`src/rtl/trig_gate_pkg.sv`:
```
package trig_gate_pkg;
  localparam int TRIG_N = 4;
  localparam int ACT_N  = 4;
  localparam int VETO_W = 16;
  localparam int CNT_W  = 32;

  // Register addresses
  localparam logic [2:0] A_ENABLE = 3'd0;
  localparam logic [2:0] A_VETO   = 3'd1;
  localparam logic [2:0] A_DELAY  = 3'd2;
  localparam logic [2:0] A_CMD    = 3'd3;
  localparam logic [2:0] A_STATUS = 3'd4;
  localparam logic [2:0] A_COUNT  = 3'd5;

  // Strobes from control to datapath
  typedef struct packed {
    logic              accept;
    logic              clrLatch;
    logic              clrCount;
    logic              latched;
    logic [TRIG_N-1:0] trigSrc;
    logic [ACT_N-1:0]  actSeen;
  } ctrl_strobe_t;

  // Configuration from datapath to control
  typedef struct packed {
    logic [TRIG_N-1:0] trigEn;
    logic [ACT_N-1:0]  actEn;
    logic [VETO_W-1:0] vetoLen;
  } gate_cfg_t;
endpackage

```
`src/rtl/trig_gate_ctrl.sv`:
```
module trig_gate_ctrl
  import trig_gate_pkg::*;
(
  input  logic         clk,
  input  logic         rstN,
  input  logic [TRIG_N-1:0] trigIn,
  input  logic [ACT_N-1:0]  actIn,
  input  logic         regWr,
  input  logic [2:0]   regAddr,
  input  logic [1:0]   cmdBits,
  input  gate_cfg_t    cfg,
  output ctrl_strobe_t stb
);
  localparam int SYNC_W = TRIG_N + ACT_N;

  logic [SYNC_W-1:0] s1, s2, s3;
  logic [SYNC_W-1:0] rise;
  logic [TRIG_N-1:0] trigEdge;
  logic [ACT_N-1:0]  actEdge;
  logic              actHit, vetoActive, accept, latched;
  logic [VETO_W-1:0] vetoCnt;
  logic              clrLatch, clrCount;

  // Two-stage synchronizer plus an edge stage
  always_ff @(posedge clk) begin
    if (!rstN) begin
      s1 <= '0; s2 <= '0; s3 <= '0;
    end else begin
      s1 <= {actIn, trigIn};
      s2 <= s1;
      s3 <= s2;
    end
  end

  assign rise     = s2 & ~s3;
  assign trigEdge = rise[TRIG_N-1:0];
  assign actEdge  = rise[SYNC_W-1:TRIG_N];

  assign actHit     = |(actEdge & cfg.actEn);
  assign vetoActive = actHit || (vetoCnt != '0);
  assign accept     = (|(trigEdge & cfg.trigEn)) && !vetoActive && !latched;

  assign clrLatch = regWr && (regAddr == A_CMD) && cmdBits[0];
  assign clrCount = regWr && (regAddr == A_CMD) && cmdBits[1];

  always_ff @(posedge clk) begin
    if (!rstN) begin
      vetoCnt <= '0;
    end else if (actHit) begin
      vetoCnt <= cfg.vetoLen;
    end else if (vetoCnt != '0) begin
      vetoCnt <= vetoCnt - 1'b1;
    end
  end

  always_ff @(posedge clk) begin
    if (!rstN)         latched <= 1'b0;
    else if (accept)   latched <= 1'b1;
    else if (clrLatch) latched <= 1'b0;
  end

  always_comb begin
    stb.accept   = accept;
    stb.clrLatch = clrLatch;
    stb.clrCount = clrCount;
    stb.latched  = latched;
    stb.trigSrc  = trigEdge & cfg.trigEn;
    stb.actSeen  = actEdge & cfg.actEn;
  end

  // the latch holds until the clear command
  a_r4_latch_holds: assert property (@(posedge clk) disable iff (!rstN)
    (latched && !clrLatch) |=> latched);

  // the window counts down by one unless an activity edge reloads it
  a_r3_veto_countdown: assert property (@(posedge clk) disable iff (!rstN)
    (vetoCnt != '0 && !actHit) |=> (vetoCnt == $past(vetoCnt) - 1'b1));
endmodule

```
`src/rtl/trig_gate_dp.sv`:
```
module trig_gate_dp
  import trig_gate_pkg::*;
#(
  parameter int FAN_N = 8,
  parameter int EXT_N = 16,
  parameter int DLY_W = 4
) (
  input  logic         clk,
  input  logic         rstN,
  input  logic         regWr,
  input  logic [2:0]   regAddr,
  input  logic [31:0]  regWdata,
  output logic [31:0]  regRdata,
  input  ctrl_strobe_t stb,
  output gate_cfg_t    cfg,
  output logic [FAN_N-1:0] fanOut,
  output logic [EXT_N-1:0] extOut
);
  localparam int DLY_DEPTH = 1 << DLY_W;

  logic [TRIG_N-1:0]    trigEnQ, srcQ;
  logic [ACT_N-1:0]     actEnQ, actRec;
  logic [VETO_W-1:0]    vetoQ;
  logic [DLY_W-1:0]     dlyQ;
  logic [CNT_W-1:0]     cnt;
  logic [DLY_DEPTH-1:0] pipe;

  always_ff @(posedge clk) begin
    if (!rstN) begin
      trigEnQ <= '0; actEnQ <= '0; vetoQ <= '0; dlyQ <= '0;
    end else if (regWr) begin
      case (regAddr)
        A_ENABLE: begin
          trigEnQ <= regWdata[TRIG_N-1:0];
          actEnQ  <= regWdata[8 +: ACT_N];
        end
        A_VETO:  vetoQ <= regWdata[VETO_W-1:0];
        A_DELAY: dlyQ  <= regWdata[DLY_W-1:0];
        default: ;
      endcase
    end
  end

  assign cfg.trigEn  = trigEnQ;
  assign cfg.actEn   = actEnQ;
  assign cfg.vetoLen = vetoQ;

  // Event record
  always_ff @(posedge clk) begin
    if (!rstN) begin
      srcQ <= '0; actRec <= '0;
    end else if (stb.accept) begin
      srcQ <= stb.trigSrc; actRec <= '0;
    end else if (stb.clrLatch) begin
      srcQ <= '0; actRec <= '0;
    end else if (stb.latched) begin
      actRec <= actRec | stb.actSeen;
    end
  end

  always_ff @(posedge clk) begin
    if (!rstN)             cnt <= '0;
    else if (stb.clrCount) cnt <= '0;
    else if (stb.accept)   cnt <= cnt + 1'b1;
  end

  // Delay line: tap 0 is the fan-out copy
  always_ff @(posedge clk) begin
    if (!rstN) pipe <= '0;
    else       pipe <= {pipe[DLY_DEPTH-2:0], stb.accept};
  end

  genvar gi;
  generate
    for (gi = 0; gi < FAN_N; gi++) begin : g_fan
      assign fanOut[gi] = pipe[0];
    end
    for (gi = 0; gi < EXT_N; gi++) begin : g_ext
      assign extOut[gi] = pipe[dlyQ];
    end
  endgenerate

  always_comb begin
    regRdata = '0;
    case (regAddr)
      A_ENABLE: begin
        regRdata[TRIG_N-1:0] = trigEnQ;
        regRdata[8 +: ACT_N] = actEnQ;
      end
      A_VETO:   regRdata[VETO_W-1:0] = vetoQ;
      A_DELAY:  regRdata[DLY_W-1:0]  = dlyQ;
      A_STATUS: begin
        regRdata[0]             = stb.latched;
        regRdata[8 +: TRIG_N]   = srcQ;
        regRdata[16 +: ACT_N]   = actRec;
      end
      A_COUNT:  regRdata[CNT_W-1:0] = cnt;
      default:  regRdata = '0;
    endcase
  end

  // a fan-out pulse lasts exactly one cycle
  a_r5_single_pulse: assert property (@(posedge clk) disable iff (!rstN)
    fanOut[0] |=> !fanOut[0]);

  // each acceptance adds one to the count
  a_r8_count_step: assert property (@(posedge clk) disable iff (!rstN)
    (stb.accept && !stb.clrCount) |=> (cnt == $past(cnt) + 1'b1));

  // the clear command empties the post-trigger record
  a_r7_clear_record: assert property (@(posedge clk) disable iff (!rstN)
    (stb.clrLatch && !stb.accept) |=> (actRec == '0));
endmodule

```
`src/rtl/trig_gate_top.sv`:
```
module trig_gate_top
  import trig_gate_pkg::*;
#(
  parameter int FAN_N = 8,
  parameter int EXT_N = 16,
  parameter int DLY_W = 4
) (
  input  logic              clk,
  input  logic              rstN,
  input  logic [3:0]        trigIn,
  input  logic [3:0]        actIn,
  input  logic              regWr,
  input  logic [2:0]        regAddr,
  input  logic [31:0]       regWdata,
  output logic [31:0]       regRdata,
  output logic [FAN_N-1:0]  fanOut,
  output logic [EXT_N-1:0]  extOut
);
  ctrl_strobe_t stb;
  gate_cfg_t    cfg;

  trig_gate_ctrl u_ctrl (
    .clk(clk), .rstN(rstN), .trigIn(trigIn), .actIn(actIn),
    .regWr(regWr), .regAddr(regAddr), .cmdBits(regWdata[1:0]),
    .cfg(cfg), .stb(stb)
  );

  trig_gate_dp #(.FAN_N(FAN_N), .EXT_N(EXT_N), .DLY_W(DLY_W)) u_dp (
    .clk(clk), .rstN(rstN), .regWr(regWr), .regAddr(regAddr),
    .regWdata(regWdata), .regRdata(regRdata), .stb(stb), .cfg(cfg),
    .fanOut(fanOut), .extOut(extOut)
  );
endmodule

```
`config.mk`:
```
export PLATFORM = sky130hd
export DESIGN_NAME = trig_gate_top
export DESIGN_NICKNAME = d
export VERILOG_FILES = /design/src/rtl/trig_gate_pkg.sv /design/src/rtl/trig_gate_ctrl.sv /design/src/rtl/trig_gate_dp.sv /design/src/rtl/trig_gate_top.sv
export SDC_FILE = /design/constraint.sdc
export NUM_CORES = 1
export LEC_CHECK = 0
export BUFFER_PORTS_ARGS = -buffer_cell sky130_fd_sc_hd__buf_2
export CORE_MARGIN = 10
export CORE_UTILIZATION = 50
export DETAILED_ROUTE_END_ITERATION = 8
export PLACE_DENSITY = 0.72
export SKIP_CTS_REPAIR_TIMING = 1
export SYNTH_ARGS = -nofsm -noshare
export SYNTH_HDL_FRONTEND = slang
export SYNTH_SLANG_ARGS = --single-unit
export TNS_END_PERCENT = 50
```
`constraint.sdc`:
```
create_clock -name clk -period 3.25 [get_ports clk]
set_input_delay 0.325 -clock clk [delete_from_list [all_inputs] [get_ports clk]]
set_output_delay 0.325 -clock clk [all_outputs]
set_load 0.02 [all_outputs]
```
==> metrics <==
status complete, no violations; grt peak-use layer met2; EDFF count, synth 0; CTS root buf clkbuf_16; ys async rst share 0; syn avg cell area 8.73 um2; drt via density between 5 and 6; Comb power frac 0.173; CP peak stage delay ~600 ps; Synth Instances 675; setup TNS 0 ps; Crit Path Class reg2out; routed len/inst 17.2 um; worst r2r src u_ctrl.vetoCnt[7]$_SDFFE_PN0P_; final core utilization 0.592; WP data required a little under 3000 ps; worst r2r path cells 6; vias in the first global route 4,800; Syn Nets 724; clock sinks 125; ant diodes 0; remaining global-route overflow 0; Yosys reg bits approximately 130; drt pass-1 iters 5; min-delay src actIn[0]; Finished Layout Cells 874; Fin Clk Skew 6.01 ps; Final Hold Fails 0; global routing usage on met3 0.0444; via count 5,063; area occupied by multi-input gates approximately 0.003 mm2; CTS Buf Count 17; Hold Crit Endpoint u_ctrl.s1[4]$_SDFF_PN0_; CP Max Fanout 16; period utilisation layout 0.821; fin nets roughly 770; yosys warns 0; Primary FF master, synth dfxtp_1; first-pass GRT wire length approximately 24,000 um; Arrival @ worst endpoint ~2300 ps; initial antenna violation count 0; largest net degree at the start of global routing between 40 and 50; clock share of power 0.424; Max Clk Rate between 0.3 and 0.4 GHz; grt met1 use 0.230; Die Area between 0.015 and 0.02 mm2; worst-case clock buffer depth 2; CTS tree yes; crit path max-delay cell type mux4_2; RSZ-0062 raised after global routing no; CP dominant cell by count mux4_2; hold path depth 2; met2 Use GR 0.286; actual slew at the worst max-slew pin 900 ps; FILL cells around 1,000; ANT nets after route 0; CTS H-tree lvls 4; Tmin final ~2700 ps; Net Switching between 1 and 1.5 mW; sequential cell area between 0.002 and 0.003 mm2; Sw Ratio 0.273; worst reg2reg path endpoint u_dp.cnt[15]$_SDFFE_PP0P_; crit-path cells mux4_2 > mux4_2 > buf_2; VDD IR max roughly 0.36 mV; Remaining DRCs 0; Core Area ~0.011 mm2; LEAKAGE roughly 2.8 nW; PD cells 619 mW/mm2; Slew headroom 0.395; CP endpoint kind primary output; P&R area growth vs syn 15.3%; Worst-path clk slew approximately 50 ps; Clk Latency, worst-skew pair around 410 ps; total track usage 0.179; I/O pins between 100 and 150; Inst Count DP about 840; reg-to-reg slack, setup a little under 600 ps; global placement routability congestion around 0.84; post-synthesis sequential area ratio 0.425; CP Launch Type flip-flop; Seq pwr share 0.403; share of layout cells above drive strength 1 0.207; initial core utilization 0.514; Rows 39; Power Internal roughly 3.1 mW; routed wire length roughly 15,000 um; path type of the worst min-delay path in2reg; Final setup violation count 0; Cell Area, Synth between 0.005 and 0.006 mm2; # port buffers between 80 and 90; Die Wd 129 um; Initial DRC Count around 650; DPL Wire Length between 10,000 and 15,000 um; Yosys cell types 50; maxcap violations 0; Die H roughly 130 um; final slew viol count 0
==> routing by layer <==
layer  share of wire  up-vias
li1                -     2474
met3           0.070       26
met5               0        -
met1            0.44     2383
met4           0.019        0
met2            0.47      180
==> cell usage in the layout, fill, tap and decap left out, types with 9 or more instances in the layout <==
master,instances
o21ai_0,18
o31ai_1,12
or4_1,11
a21oi_1,65
mux4_2,9
buf_2,85
clkbuf_16,17
nand4_1,25
inv_1,17
nor2_1,38
and2_1,42
mux2i_1,30
nand3_1,10
nand2_1,76
dfxtp_1,125
nand2b_1,12
a22oi_1,9
and3_1,15
buf_4,10
==> cell families (layout without fill, tap and decap cells) <==
| group | after synthesis | after routing | synth area share |
|---|---|---|---|
| simple gates | 284 | 284 | 0.268 |
| compound gates | 128 | 128 | 0.130 |
| xor+xnor | 8 | 8 | 0.0119 |
| flops | 125 | 125 | 0.425 |
| fa+ha+maj | 3 | 3 | 0.00637 |
| mux | 41 | 41 | 0.0892 |
| buf+inv | 86 | 142 | 0.0701 |
==> Yosys cell counts, types with 3 or more instances <==
cell type / instances / area [um2]
nor4_1: 7 / 43.8
nand4_1: 25 / 156
a21oi_1: 65 / 325
ha_1: 3 / 37.5
and4_1: 3 / 26.3
and3_1: 15 / 93.8
nand2_1: 76 / 285
nand3b_1: 5 / 37.5
or4_1: 11 / 82.6
and2_1: 42 / 263
nor2b_1: 7 / 43.8
or3_1: 5 / 31.3
buf_4: 23 / 173
a22oi_1: 9 / 67.6
buf_2: 3 / 15.0
a31o_2: 7 / 61.3
or2_2: 3 / 18.8
o211ai_1: 7 / 52.6
nand3_1: 10 / 50.1
o21ai_0: 18 / 90.1
nor3_1: 6 / 30.0
nor2_1: 38 / 143
mux2i_1: 30 / 300
nand2b_1: 12 / 75.1
and3b_1: 4 / 35.0
clkbuf_1: 41 / 154
xnor2_1: 6 / 52.6
o41ai_1: 5 / 43.8
inv_1: 17 / 63.8
o31ai_1: 12 / 90.1
nand4b_1: 4 / 35.0
mux4_2: 9 / 203
dfxtp_1: 125 / 2500
==> state kept, by name, indices dropped and copies added (netlist names), 8 cells and up <==
signal,count
u_ctrl.s1,8
u_ctrl.s2,8
u_ctrl.s3,8
u_ctrl.vetoCnt,16
u_dp.cnt,32
u_dp.pipe,16
u_dp.vetoQ,16
==> power by group through the flow <==
stage	sequential (mW)	clock (mW)	combinational (mW)
finish	1.69	1.78	0.726
global placement	1.72	0	0.677
floorplan	1.70	0	0.559
global route	1.70	1.87	0.797
CTS	1.69	1.79	0.711
detailed placement	1.72	0	0.700
==> cell type report <==
type,instances,share of cell area
Multi-Input combinational cell,464,0.439
Inverter,17,0.00940
Sequential cell,125,0.369
Timing Repair Buffer,95,0.0737
Tap cell,143,0.0264
Clock inverter,6,0.00885
Clock buffer,24,0.0739
==> through the flow <==
step | instance area [um2] | hold WS (ps) | total power [mW] | worst slack (ps)
after CTS | 6790 | 111 | 4.19 | 543
after global routing | 6790 | 118 | 4.37 | 458
after floorplan | 5890 | 412 | 2.26 | 878
after global placement | 6230 | 415 | 2.39 | 714
final | 6790 | 118 | 4.20 | 581
after detailed placement | 6230 | 418 | 2.42 | 676
==> worst max path at each step <==
stage,slack [ps],to,cells after the start,startpoint
after global placement,710,u_dp.cnt[31]$_SDFFE_PP0P_,6,u_ctrl.vetoCnt[7]$_SDFFE_PN0P_
after CTS,540,extOut[0],3,u_dp.dlyQ[0]$_SDFFE_PN0P_
after floorplan,880,u_dp.cnt[13]$_SDFFE_PP0P_,6,u_ctrl.vetoCnt[7]$_SDFFE_PN0P_
final,580,extOut[0],3,u_dp.dlyQ[0]$_SDFFE_PN0P_
after global routing,460,extOut[0],3,u_dp.dlyQ[0]$_SDFFE_PN0P_
after detailed placement,680,u_dp.cnt[13]$_SDFFE_PP0P_,5,u_ctrl.vetoCnt[7]$_SDFFE_PN0P_
==> critical path, delay by kind of cell, from the launching register on <==
family / cells / cell delay (ps)
buf+inv: 1 / 210
mux: 2 / 1170
flops: 1 / 550
Note: power is estimated with default switching activity, not from simulation.
